===== config.mk =====
export PLATFORM = sky130hd
export DESIGN_NAME = slotted_retry_ctrl
export DESIGN_NICKNAME = d
export VERILOG_FILES = /design/src/rtl/slotted_retry_pkg.sv /design/src/rtl/slotted_retry_slotclk.sv /design/src/rtl/slotted_retry_lfsr.sv /design/src/rtl/slotted_retry_ackq.sv /design/src/rtl/slotted_retry_ctrl.sv
export SDC_FILE = /design/constraint.sdc
export NUM_CORES = 1
export LEC_CHECK = 0
export BUFFER_PORTS_ARGS = -buffer_cell sky130_fd_sc_hd__clkbuf_2
export CAP_MARGIN = 20
export CORE_AREA = 2 2 109 153
export CTS_BUF_LIST = sky130_fd_sc_hd__clkbuf_2 sky130_fd_sc_hd__clkbuf_4 sky130_fd_sc_hd__clkbuf_8
export DETAILED_ROUTE_END_ITERATION = 10
export DIE_AREA = 0 0 111 155
export GPL_TIMING_DRIVEN = 0
export PLACE_DENSITY = 0.85
export SKIP_LAST_GASP = 1
export SLEW_MARGIN = 40
export SYNTH_ARGS = -nofsm -noshare
export SYNTH_HDL_FRONTEND = slang
export SYNTH_SLANG_ARGS = --single-unit

===== constraint.sdc =====
create_clock -name clk -period 20.4 [get_ports clk]
set_input_delay 2.04 -clock clk [delete_from_list [all_inputs] [get_ports clk]]
set_output_delay 2.04 -clock clk [all_outputs]
set_load 0.05 [all_outputs]

===== src/rtl/slotted_retry_pkg.sv =====
package slotted_retry_pkg;

  typedef enum logic [2:0] {
    ST_IDLE,
    ST_WAIT,
    ST_SEND,
    ST_AWAIT,
    ST_LISTEN
  } tx_state_t;

  localparam logic [15:0] LFSR_MASK = 16'hB400;

  // One Galois step of the retry-slot generator.
  function automatic logic [15:0] lfsr_step(input logic [15:0] s);
    return {1'b0, s[15:1]} ^ (s[0] ? LFSR_MASK : 16'h0000);
  endfunction

  // Retry slot: state modulo span, bumped past the previous slot.
  function automatic int unsigned slot_pick(input logic [15:0] s,
                                            input int unsigned prev,
                                            input int unsigned span);
    int unsigned r;
    r = 32'(s) % span;
    if (r == prev) r = (r + 1) % span;
    return r;
  endfunction

  function automatic logic [7:0] hdr_code(input logic [4:0] id, input logic [2:0] seq);
    return {id, seq};
  endfunction

endpackage


===== src/rtl/slotted_retry_slotclk.sv =====
module slotted_retry_slotclk #(
  parameter int NUM_SLOTS = 8,
  parameter int SLOT_W    = $clog2(NUM_SLOTS)
) (
  input  logic              clk,
  input  logic              rst_n,
  input  logic              win_start,
  input  logic              slot_tick,
  output logic              slot_begin,
  output logic [SLOT_W-1:0] begin_idx,
  output logic              win_close
);
  localparam logic [SLOT_W-1:0] LAST = SLOT_W'(NUM_SLOTS - 1);

  logic              open_q;
  logic [SLOT_W-1:0] idx_q;

  assign slot_begin = win_start | (slot_tick & open_q & (idx_q != LAST));
  assign begin_idx  = win_start ? '0 : idx_q + 1'b1;
  assign win_close  = ~win_start & slot_tick & open_q & (idx_q == LAST);

  always_ff @(posedge clk) begin
    if (!rst_n) begin
      open_q <= 1'b0;
      idx_q  <= '0;
    end else if (slot_begin) begin
      open_q <= 1'b1;
      idx_q  <= begin_idx;
    end else if (win_close) begin
      open_q <= 1'b0;
    end
  end
endmodule


===== src/rtl/slotted_retry_lfsr.sv =====
module slotted_retry_lfsr
  import slotted_retry_pkg::*;
#(
  parameter int NUM_SLOTS = 8,
  parameter int SLOT_W    = $clog2(NUM_SLOTS)
) (
  input  logic              clk,
  input  logic              rst_n,
  input  logic [15:0]       seed,
  input  logic              adv,
  input  logic [SLOT_W-1:0] prev_slot,
  output logic [SLOT_W-1:0] pick_slot
);
  logic [15:0] st_q;

  always_ff @(posedge clk) begin
    if (!rst_n)   st_q <= seed;
    else if (adv) st_q <= lfsr_step(st_q);
  end

  assign pick_slot = SLOT_W'(slot_pick(st_q, 32'(prev_slot), 32'(NUM_SLOTS - 1)));
endmodule


===== src/rtl/slotted_retry_ackq.sv =====
module slotted_retry_ackq
  import slotted_retry_pkg::*;
#(
  parameter int ADDR_W = 9
) (
  input  logic              clk,
  input  logic              rst_n,
  input  logic [ADDR_W-1:0] station_addr,
  input  logic              frame_done,
  input  logic [ADDR_W-1:0] frame_addr,
  input  logic [2:0]        frame_seq,
  input  logic              take,
  output logic              pend,
  output logic [7:0]        code
);
  logic hit;
  assign hit = frame_done & (frame_addr == station_addr);

  always_ff @(posedge clk) begin
    if (!rst_n) begin
      pend <= 1'b0;
      code <= '0;
    end else begin
      if (take) pend <= 1'b0;
      if (hit) begin
        pend <= 1'b1;
        code <= hdr_code(station_addr[4:0], frame_seq);
      end
    end
  end
endmodule


===== src/rtl/slotted_retry_ctrl.sv =====
module slotted_retry_ctrl
  import slotted_retry_pkg::*;
#(
  parameter int ADDR_W    = 9,
  parameter int NUM_SLOTS = 8,
  parameter int MAX_RETRY = 3,
  parameter int SLOT_W    = $clog2(NUM_SLOTS)
) (
  input  logic              clk,
  input  logic              rst_n,
  input  logic [ADDR_W-1:0] station_addr,
  input  logic              win_start,
  input  logic              slot_tick,
  input  logic              send_req,
  input  logic [SLOT_W-1:0] send_slot,
  input  logic              send_len3,
  input  logic [15:0]       send_data,
  input  logic              rx_byte_valid,
  input  logic [7:0]        rx_byte,
  input  logic              rx_frame_done,
  input  logic [ADDR_W-1:0] rx_frame_addr,
  input  logic [2:0]        rx_frame_seq,
  output logic              tx_valid,
  output logic [7:0]        tx_byte,
  output logic              msg_pending,
  output logic              done_ok,
  output logic              fail
);
  localparam int RC_W = (MAX_RETRY < 1) ? 1 : $clog2(MAX_RETRY + 1);
  localparam logic [SLOT_W-1:0] TOP_SLOT = SLOT_W'(NUM_SLOTS - 2);

  tx_state_t         state;
  logic [SLOT_W-1:0] tgt;
  logic [RC_W-1:0]   retries;
  logic [2:0]        seq;
  logic              len3_q, second_q;
  logic [15:0]       data_q;

  // Named internal events (also seen by the checker).
  logic              ev_slot_begin, ev_win_close, ev_slot_end;
  logic [SLOT_W-1:0] begin_idx;
  logic              ack_pend;
  logic [7:0]        ack_code_q;
  logic              ev_ack_sent, ev_send_start, ev_ack_hit;
  logic              ev_attempt_fail, ev_give_up, ev_retry_adv;
  logic [SLOT_W-1:0] retry_slot;
  logic [7:0]        my_hdr;

  slotted_retry_slotclk #(.NUM_SLOTS(NUM_SLOTS), .SLOT_W(SLOT_W)) u_clk (
    .clk(clk), .rst_n(rst_n), .win_start(win_start), .slot_tick(slot_tick),
    .slot_begin(ev_slot_begin), .begin_idx(begin_idx), .win_close(ev_win_close)
  );

  slotted_retry_lfsr #(.NUM_SLOTS(NUM_SLOTS), .SLOT_W(SLOT_W)) u_lfsr (
    .clk(clk), .rst_n(rst_n), .seed(16'h8000 | 16'(station_addr)),
    .adv(ev_retry_adv), .prev_slot(tgt), .pick_slot(retry_slot)
  );

  slotted_retry_ackq #(.ADDR_W(ADDR_W)) u_ackq (
    .clk(clk), .rst_n(rst_n), .station_addr(station_addr),
    .frame_done(rx_frame_done), .frame_addr(rx_frame_addr), .frame_seq(rx_frame_seq),
    .take(ev_ack_sent), .pend(ack_pend), .code(ack_code_q)
  );

  assign my_hdr          = hdr_code(station_addr[4:0], seq);
  assign ev_slot_end     = ev_slot_begin | ev_win_close;
  assign ev_ack_sent     = ev_slot_begin & ack_pend;
  assign ev_send_start   = ev_slot_begin & (state == ST_WAIT) & (begin_idx == tgt) & ~ack_pend;
  assign ev_ack_hit      = (state == ST_LISTEN) & rx_byte_valid & (rx_byte == my_hdr);
  assign ev_attempt_fail = (state == ST_LISTEN) & ev_slot_end & ~ev_ack_hit;
  assign ev_give_up      = ev_attempt_fail & (retries == RC_W'(MAX_RETRY));
  assign ev_retry_adv    = ev_attempt_fail & ~ev_give_up;
  assign msg_pending     = (state != ST_IDLE);

  always_ff @(posedge clk) begin
    if (!rst_n) begin
      state    <= ST_IDLE;
      tgt      <= '0;
      retries  <= '0;
      seq      <= '0;
      len3_q   <= 1'b0;
      second_q <= 1'b0;
      data_q   <= '0;
      tx_valid <= 1'b0;
      tx_byte  <= '0;
      done_ok  <= 1'b0;
      fail     <= 1'b0;
    end else begin
      done_ok  <= ev_ack_hit;
      fail     <= ev_give_up;
      tx_valid <= 1'b0;
      unique case (state)
        ST_IDLE: if (send_req) begin
          state   <= ST_WAIT;
          tgt     <= (send_slot > TOP_SLOT) ? TOP_SLOT : send_slot;
          retries <= '0;
          len3_q  <= send_len3;
          data_q  <= send_data;
        end
        ST_WAIT: if (ev_send_start) begin
          tx_valid <= 1'b1;
          tx_byte  <= my_hdr;
          second_q <= 1'b0;
          state    <= ST_SEND;
        end
        ST_SEND: begin
          tx_valid <= 1'b1;
          tx_byte  <= second_q ? data_q[15:8] : data_q[7:0];
          second_q <= 1'b1;
          if (second_q || !len3_q) state <= ST_AWAIT;
        end
        ST_AWAIT: if (ev_slot_begin) state <= ST_LISTEN;
        ST_LISTEN: begin
          if (ev_ack_hit) begin
            seq   <= seq + 3'd1;
            state <= ST_IDLE;
          end else if (ev_give_up) begin
            state <= ST_IDLE;
          end else if (ev_retry_adv) begin
            retries <= retries + 1'b1;
            tgt     <= retry_slot;
            state   <= ST_WAIT;
          end
        end
        default: state <= ST_IDLE;
      endcase
      if (ev_ack_sent) begin
        tx_valid <= 1'b1;
        tx_byte  <= ack_code_q;
      end
    end
  end
endmodule


* Word-level counts from Yosys, hierarchy flattened
Cells that the tools add are included.
Operators by class: shift-type cells 0, equal/unequal tests 21, divide/modulo/power cells 2, magnitude comparators 1, $mul 0, bitwise logic cells 23, add/sub/neg operators 4, mux-type cells 37, reduce and logical (&&, ||, !) cells 15
Operator list (number):
- two-way mux 3 bit | 14
- adder 32 x 1 -> 32 bit, second input constant | 1
- equality test 32 x 3 -> 1 bit | 1
- remainder unit 16 x 3 -> 32 bit, second input constant | 1
- remainder unit 32 x 3 -> 32 bit, second input constant | 1
- two-way mux 8 bit | 3
- two-way mux 9 bit | 2
- AND 1 bit | 16
- two-way mux 16 bit | 1
- case mux 8 bit (2 select lines) | 1
- XOR 15 x 16 -> 16 bit | 1
- case mux 3 bit (5 select lines) | 1
- != test 2 bit, second input constant | 7
- AND reduction 5 bit | 2
- equality test 9 bit | 1
- equality test 8 bit | 1
- two-way mux 2 bit | 4
- AND reduction 2 bit | 4
- nonzero test 2 bit | 4
- two-way mux 1 bit | 7
- adder 3 x 1 -> 3 bit, second input constant | 2
- equality test 3 x 2 -> 1 bit, second input constant | 2
- equality test 3 bit, second input constant | 2
- != test 3 bit, second input constant | 2
- 16 further kinds | 22
Word-level totals: bits in latches 0, input port bits 56, bits in writable memories 0, output and inout port bits 12, word-level logic and storage cells 120, bits in read-only memories 0, memories 0, register bits 69

* Depth between registers and ports, before layout
Gate-level depths: netlist (run 1).
depth in word-level cells 14, gate-level depth with buffers 69

* By module
Synthesis (run 1) repeated with hierarchy kept, for this count alone.
Second synthesis, totals: cells, all modules 1300, area total of the unflattened synthesis 9684.3 um^2
Modules (own cells, without submodules):
- slotted_retry_lfsr | area an instance 6819.0 um^2, seq. area each 480.5 um^2, times used 1, cells each 950
- slotted_retry_ctrl | area an instance 2159.6 um^2, seq. area each 800.8 um^2, times used 1, cells each 274
- slotted_retry_ackq | area an instance 459.2 um^2, seq. area each 180.2 um^2, times used 1, cells each 51
- slotted_retry_slotclk | area an instance 246.5 um^2, seq. area each 80.1 um^2, times used 1, cells each 25

* Worst setup path after synthesis (run 1)
OpenSTA, ideal clock, no wires.
path kind register to register, start point reg u_lfsr.st_q[14], end point reg tgt[1], data required time 20.278 ns, path buffers 2, setup time 0.122 ns, path slack 5.668 ns, arrival time 14.610 ns, stages on the path, launching flop included 61, path through dfxtp_1 buf_4 buf_2 and2_1 ha_1 nand4b_4 o211a_2 a2111oi_1 o21ai_2 a221o_1 a221o_1 a2111oi_2 o21ai_2 o311ai_4 mux2i_1 xnor2_1 a2111oi_4 a21oi_1 [... 25 more ...] maj3_1 a221oi_1 mux2_2 a211oi_1 o311ai_0 a32o_1 nor3_1 ha_1 or2_2 nand2_1 a32o_1 nor2_1 xnor2_1 ha_1 inv_1 o32ai_1 or2_1 o311a_1
On the way: longest elaborated chain between the ends 8
Ends and longest elaborated chain:
- start, declared | line slotted_retry_lfsr.sv:14 | logic [15:0] st_q;
- start signal, assigned | line slotted_retry_lfsr.sv:18 | else if (adv) st_q <= lfsr_step(st_q);
- remainder unit 16 x 3 -> 32 bit (*) | line slotted_retry_pkg.sv:23 | r = 32'(s) % span;
- adder 32 x 1 -> 32 bit | line slotted_retry_pkg.sv:24 | if (r == prev) r = (r + 1) % span;
- remainder unit 32 x 3 -> 32 bit | line slotted_retry_pkg.sv:24
- two-way mux 3 bit (*) | line slotted_retry_pkg.sv:24
- two-way mux 3 bit (*) | line slotted_retry_ctrl.sv:119 | end else if (ev_retry_adv) begin
- two-way mux 3 bit (*) | line slotted_retry_ctrl.sv:117 | end else if (ev_give_up) begin
- two-way mux 3 bit (*) | line slotted_retry_ctrl.sv:114 | if (ev_ack_hit) begin
- case mux 3 bit (2 select lines) (*) | line slotted_retry_ctrl.sv:92 | unique case (state)
- end signal, assigned | line slotted_retry_ctrl.sv:95 | tgt <= (send_slot > TOP_SLOT) ? TOP_SLOT : send_slot;
- end signal, assigned | line slotted_retry_ctrl.sv:121 | tgt <= retry_slot;
- end, declared | line slotted_retry_ctrl.sv:33 | logic [SLOT_W-1:0] tgt;
Every way passes the cells marked *; elsewhere a longest branch is shown, timed or not. The select of a mux whose other input is x is not followed. A chain may end at the register's enable or synchronous reset.

* Worst setup path after layout (run 1)
start point reg u_lfsr.st_q[13], end point reg tgt[0]
Same word-level chain as after synthesis.

==> flow_summary.json, run 1 <==
{
  "slowest_stage": "a2111oi_4",
  "crit_path_frequent_cell": "ha_1",
  "io_buffers": 66,
  "hold_buffers": 0,
  "startpoint_type": "flop",
  "yosys_most_used_dff": "dfxtp_1",
  "finalMaxSlewViolations": 0,
  "clockBufferDepth": 2,
  "max_clock_freq_ghz": 0.05694,
  "insertion_delay_ps": 350,
  "post-cts-setup-buffer-count": 0,
  "finalSetupViolations": 0,
  "vias": 10240,
  "grt_antenna_before_repair": 0,
  "drtIter0Drc": 899,
  "cp.depth": 62,
  "synth_seq_cells": 69,
  "firstDrtPassIters": 8,
  "area_growth_pct": 8.900,
  "netlist_top_cells_area": "dfxtp_1 (13%), nand2_1 (5.8%), xnor2_1 (5.8%), mux2i_1 (3.9%), nor2_1 (3.7%)",
  "rrSetupSlack_ps": 2840,
  "grt_setup_unrepaired": "no",
  "yosysTopAreaCell": "dfxtp_1",
  "yosysSeqAreaShare": 0.1588,
  "start_util": 0.5828,
  "wl_um": 26200,
  "slew_headroom": 0.4209,
  "yosys-top-cells-count": "nand2_1 (143), nor2_1 (91), a21oi_1 (66)",
  "grt_max_degree": 12,
  "cp.buffers_inverters": 4,
  "grt_pass1_wl_um": 43970,
  "reg2reg_depth": 62,
  "ant_nets": 0,
  "nNetsFinal": 1396,
  "endpoint_kind": "flop",
  "num_rows": 55,
  "cts_made_buffers": 9,
  "netlist.area_leader.share": 0.1297,
  "vias_per_cell": 6.684,
  "period_share": 0.8609,
  "root_buffer": "clkbuf_8",
  "num_antenna_cells": 0,
  "grt_usage": 0.2948,
  "crit_type": "reg2reg",
  "cts.repair.resized": 0,
  "finClkSkew_ps": 14.48,
  "core-area_um2": 15900,
  "die_w_um": 111,
  "avgSynthCellArea_um2": 7.399,
  "grt_overflow": 0,
  "slowest_delay_ps": 640,
  "reg2reg_from": "u_lfsr.st_q[13]",
  "dp_hpwl_um": 20490,
  "place.gp.congestion": 0.9825,
  "hold_viol": 0,
  "synthCells": 1252,
  "ys_warn_count": 0,
  "crit_family": "compound AO/OA/AOI/OAI gates",
  "worstPathRequired_ps": 20610,
  "h-tree-depth": 3,
  "grt_pass1_vias": 9661,
  "cts_tree": "done",
  "yosys.cell_count.top_type": "nand2_1",
  "worstHoldStart": "len3_q",
  "arrival_ps": 17780,
  "clk_pin_slew_ps": 70,
  "synth_area_um2": 9264,
  "drcViolationCount": 0,
  "clkSinkCount": 69,
  "tightest_slew_ps": 846.7,
  "die-area_um2": 17210,
  "hold_class": "reg2reg",
  "die_h_um": 155,
  "critPathMaxFanout": 10,
  "avgRoutedWirePerCell_um": 17.10,
  "ys_types": 115,
  "fin_crit_ps": 17560,
  "layout-drive-gt1-share": 0.1380,
  "setup.worst_path.start": "u_lfsr.st_q[13]",
  "async_reset_ff_frac": 0,
  "tns_ps": 0,
  "drv_cap": 0,
  "r2r_end": "tgt[0]",
  "synth_edf_count": 9,
  "status": "complete, no violations",
  "pin_count": 68,
  "syn-num-nets": 1319,
  "crit_path_end": "tgt[0]"
}
==> worst reg2reg max path, delay by kind of cell, from the launching register on <==
| family | cells | cell delay (ps) |
|---|---|---|
| AOI/OAI and AO/OA | 28 | 9060 |
| xor gates and xnor gates | 4 | 910 |
| muxes | 2 | 510 |
| adders and majority gates | 6 | 1580 |
| buffers and inverters | 4 | 790 |
| and+or+nand+nor | 18 | 4200 |
| DFF | 1 | 340 |
==> routing by layer <==
| metal | GRT usage | up-vias | part of all wire |
|---|---|---|---|
| met4 | 0.1488 | 0 | 0.041 |
| li1 | - | 4958 | - |
| met5 | 0 | - | 0 |
| met1 | 0.3259 | 4773 | 0.39 |
| met3 | 0.03584 | 104 | 0.048 |
| met2 | 0.5527 | 405 | 0.52 |
==> kinds of logic (layout without fill, tap and decap cells) <==
group / after synthesis / after routing / synth area share
XOR/XNOR: 79 / 79 / 0.07550
buffers and inverters: 101 / 182 / 0.04606
adder cells (fa/ha/maj): 16 / 16 / 0.02026
multiplexers: 52 / 52 / 0.05835
AO/OA/AOI/OAI: 438 / 438 / 0.3674
AND/OR/NAND/NOR: 497 / 497 / 0.2736
flip-flops: 69 / 69 / 0.1588
==> worst min path at each step <==
stage	to	slack, ps	depth (start not counted)
CTS	len3_q	470	2
finish	len3_q	470	2
global placement	data_q[10]	450	2
floorplan	len3_q	440	2
global route	data_q[13]	500	2
detailed placement	len3_q	460	2
==> sequential cells by signal (all words and copies together), names as in the netlist <==
| signal | flops |
|---|---|
| u_lfsr.st_q | 16 |
| tx_valid | 1 |
| u_ackq.code | 8 |
| fail | 1 |
| done_ok | 1 |
| tgt | 3 |
| len3_q | 1 |
| second_q | 1 |
| state | 3 |
| u_clk.open_q | 1 |
| tx_byte | 8 |
| retries | 2 |
| u_ackq.pend | 1 |
| data_q | 16 |
| seq | 3 |
| u_clk.idx_q | 3 |
==> stage by stage <==
stage / hold slack [ps] / util / worst slack, ps / area [um^2] / cells
2_1_floorplan: 438.9 / - / 5668 / 9264 / 1252
3_3_place_gp: 449.1 / 0.6192 / 3164 / 9843 / 1517
3_5_place_dp: 463.1 / 0.6215 / 3160 / 9879 / 1517
4_1_cts: 472.4 / 0.6342 / 3097 / 10080 / 1532
5_1_grt: 499.6 / 0.6346 / 1416 / 10090 / 1532
6_report: 471.1 / 0.6346 / 2839 / 10090 / 1532
==> cells in the final DEF (no fill, tap or decap), types with 32 or more instances in the layout <==
cell / count
nand3_1: 52
mux2i_1: 36
nor3_1: 32
clkbuf_2: 66
a21oi_1: 66
nand2_1: 143
nor2_1: 91
dfxtp_1: 60
o21ai_0: 41
xnor2_1: 60
clkbuf_1: 42
==> cell type report <==
class / count / area [um^2]
multi-input cells: 1082 / 7410
repair buffers: 66 / 330.3
clock inverters: 2 / 35.03
flip-flops and latches: 69 / 1471
inverters: 31 / 116.4
clock buffers: 13 / 166.4
well taps: 199 / 249.0
plain buffers: 70 / 310.3
fillers: 1405 / 5808
Power of run 1 is left out: the tool's default activity adds up to more than one toggle a clock period on the data nets, which glitch-free logic cannot reach.
==> run 2: changes to the inputs <==
- CORE_AREA: 2 2 109 153 -> 2 2 140 278
- DIE_AREA: 0 0 111 155 -> 0 0 142 280
- PLACE_DENSITY: 0.85 -> 0.46
- clock period: 20.4 -> 21.7 ns (I/O delays scaled with it)
==> flow_summary.json, run 2 (synthesized netlist as in run 1, its figures left out) <==
{
  "finalMaxSlewViolations": 0,
  "instances_no_fill": 1798,
  "wl_um": 33440,
  "place.gp.congestion": 0.8947,
  "vias_per_cell": 5.661,
  "die_h_um": 280,
  "insertion_delay_ps": 350,
  "slew_headroom": 0.4526,
  "slowest_stage": "nor3_2",
  "arrival_ps": 18480,
  "grt_setup_unrepaired": "no",
  "crit_path_frequent_cell": "ha_1",
  "tns_ps": 0,
  "r2r_end": "tgt[0]",
  "startpoint_type": "flop",
  "fin_ws_ps": 3425,
  "status": "complete, no violations",
  "die-area_um2": 39760,
  "finalSetupViolations": 0,
  "cts_tree": "done",
  "ant_nets": 0,
  "final_cell_mix": "nand2_1 (143), nor2_1 (91), a21oi_1 (66), clkbuf_2 (66), dfxtp_1 (60)",
  "dpl_cell_area_um2": 10230,
  "grt_pass1_wl_um": 52430,
  "core-area_um2": 37790,
  "hold_class": "reg2reg",
  "area_growth_pct": 12.95,
  "stdcell_area_um2": 10460,
  "root_buffer": "clkbuf_8",
  "final_common_cell": "nand2_1",
  "reg.largest.list": "data_q x16, u_lfsr.st_q x16",
  "drv_cap": 0,
  "die_w_um": 142,
  "worstPathRequired_ps": 21910,
  "period_share": 0.8422,
  "drcViolationCount": 0,
  "vias": 10179,
  "clockBufferDepth": 2,
  "grt_overflow": 0,
  "avgRoutedWirePerCell_um": 18.60,
  "num_antenna_cells": 0,
  "grt_pass1_vias": 10061,
  "setup.worst_path.start": "u_lfsr.st_q[13]",
  "rrSetupSlack_ps": 3430,
  "layout-drive-gt1-share": 0.1408,
  "crit_path_end": "tgt[0]",
  "finClkSkew_ps": 15.40,
  "cts_made_buffers": 9,
  "firstDrtPassIters": 6,
  "dp_hpwl_um": 27820,
  "nFillCells": 4081,
  "pre_cts_ws_ps": 3423,
  "endpoint_kind": "flop",
  "pin_count": 68,
  "crit_type": "reg2reg",
  "reg2reg_from": "u_lfsr.st_q[13]",
  "dp_cells": 1782,
  "grt_usage": 0.1642,
  "drtIter0Drc": 674,
  "grt_max_degree": 13,
  "clkSinkCount": 69,
  "critPathMaxFanout": 10,
  "io_buffers": 66,
  "start_util": 0.2452,
  "post-cts-setup-buffer-count": 0,
  "tightest_slew_ps": 819.0,
  "hold_buffers": 0,
  "fin_crit_ps": 18270,
  "cts.repair.resized": 0,
  "max_clock_freq_ghz": 0.05472,
  "reg2reg_depth": 64,
  "num_rows": 101,
  "grt_antenna_before_repair": 0,
  "hold_viol": 0,
  "clk_pin_slew_ps": 80,
  "slowest_delay_ps": 700,
  "nNetsFinal": 1397,
  "h-tree-depth": 3
}
run 2: cell count changes in the layout (fill, tap and decap cells not counted), sizes merged:
cell,change
clkinvlp,+2
buf,+1
clkbuf,-2
inv,+1
bufinv,+1
clkinv,-1
run 2: how the worst min path moves through the flow:
stage                  to  cells after the start       start  slack [ps]
6_report       data_q[13]                      2  data_q[13]         470
3_5_place_dp   data_q[12]                      2  data_q[12]         460
4_1_cts        data_q[13]                      2  data_q[13]         470
3_3_place_gp    data_q[7]                      2   data_q[7]         460
2_1_floorplan      len3_q                      2      len3_q         440
5_1_grt        data_q[14]                      2  data_q[14]         490
run 2: metal layers:
metal,wire [um],GRT usage
met4,1723,0.08538
met3,678,0.007510
met2,19930,0.3544
met1,11110,0.1453
met5,0,0
run 2: through the flow:
stage,hold slack [ps],util
after floorplan,438.9,-
after global placement,455.2,0.2692
after detailed placement,460.5,0.2708
after CTS,471.4,0.2767
after global routing,485.1,0.2769
final,466.4,0.2769
run 2: cell type report:
class	count	area, um^2	share of cell area
Buffer	70	310.3	0.02965
Clock buffer	11	138.9	0.01327
Clock inverter	5	83.83	0.008011
Inverter	31	116.4	0.01112
Multi-Input combinational cell	1082	7426	0.7097
Sequential cell	69	1471	0.1406
Tap cell	463	579.3	0.05536
Timing Repair Buffer	67	337.8	0.03229
run 2: worst max-delay path: cells and delay by family, from the launching register on:
kind | cells | cell delay, ps
compound gates | 27 | 9200
simple gates | 17 | 3750
fa+ha+maj | 6 | 1510
buf+inv | 6 | 1290
mux | 4 | 1100
xor+xnor | 4 | 930
flops | 1 | 330
Power of run 2 is left out for the same reason.
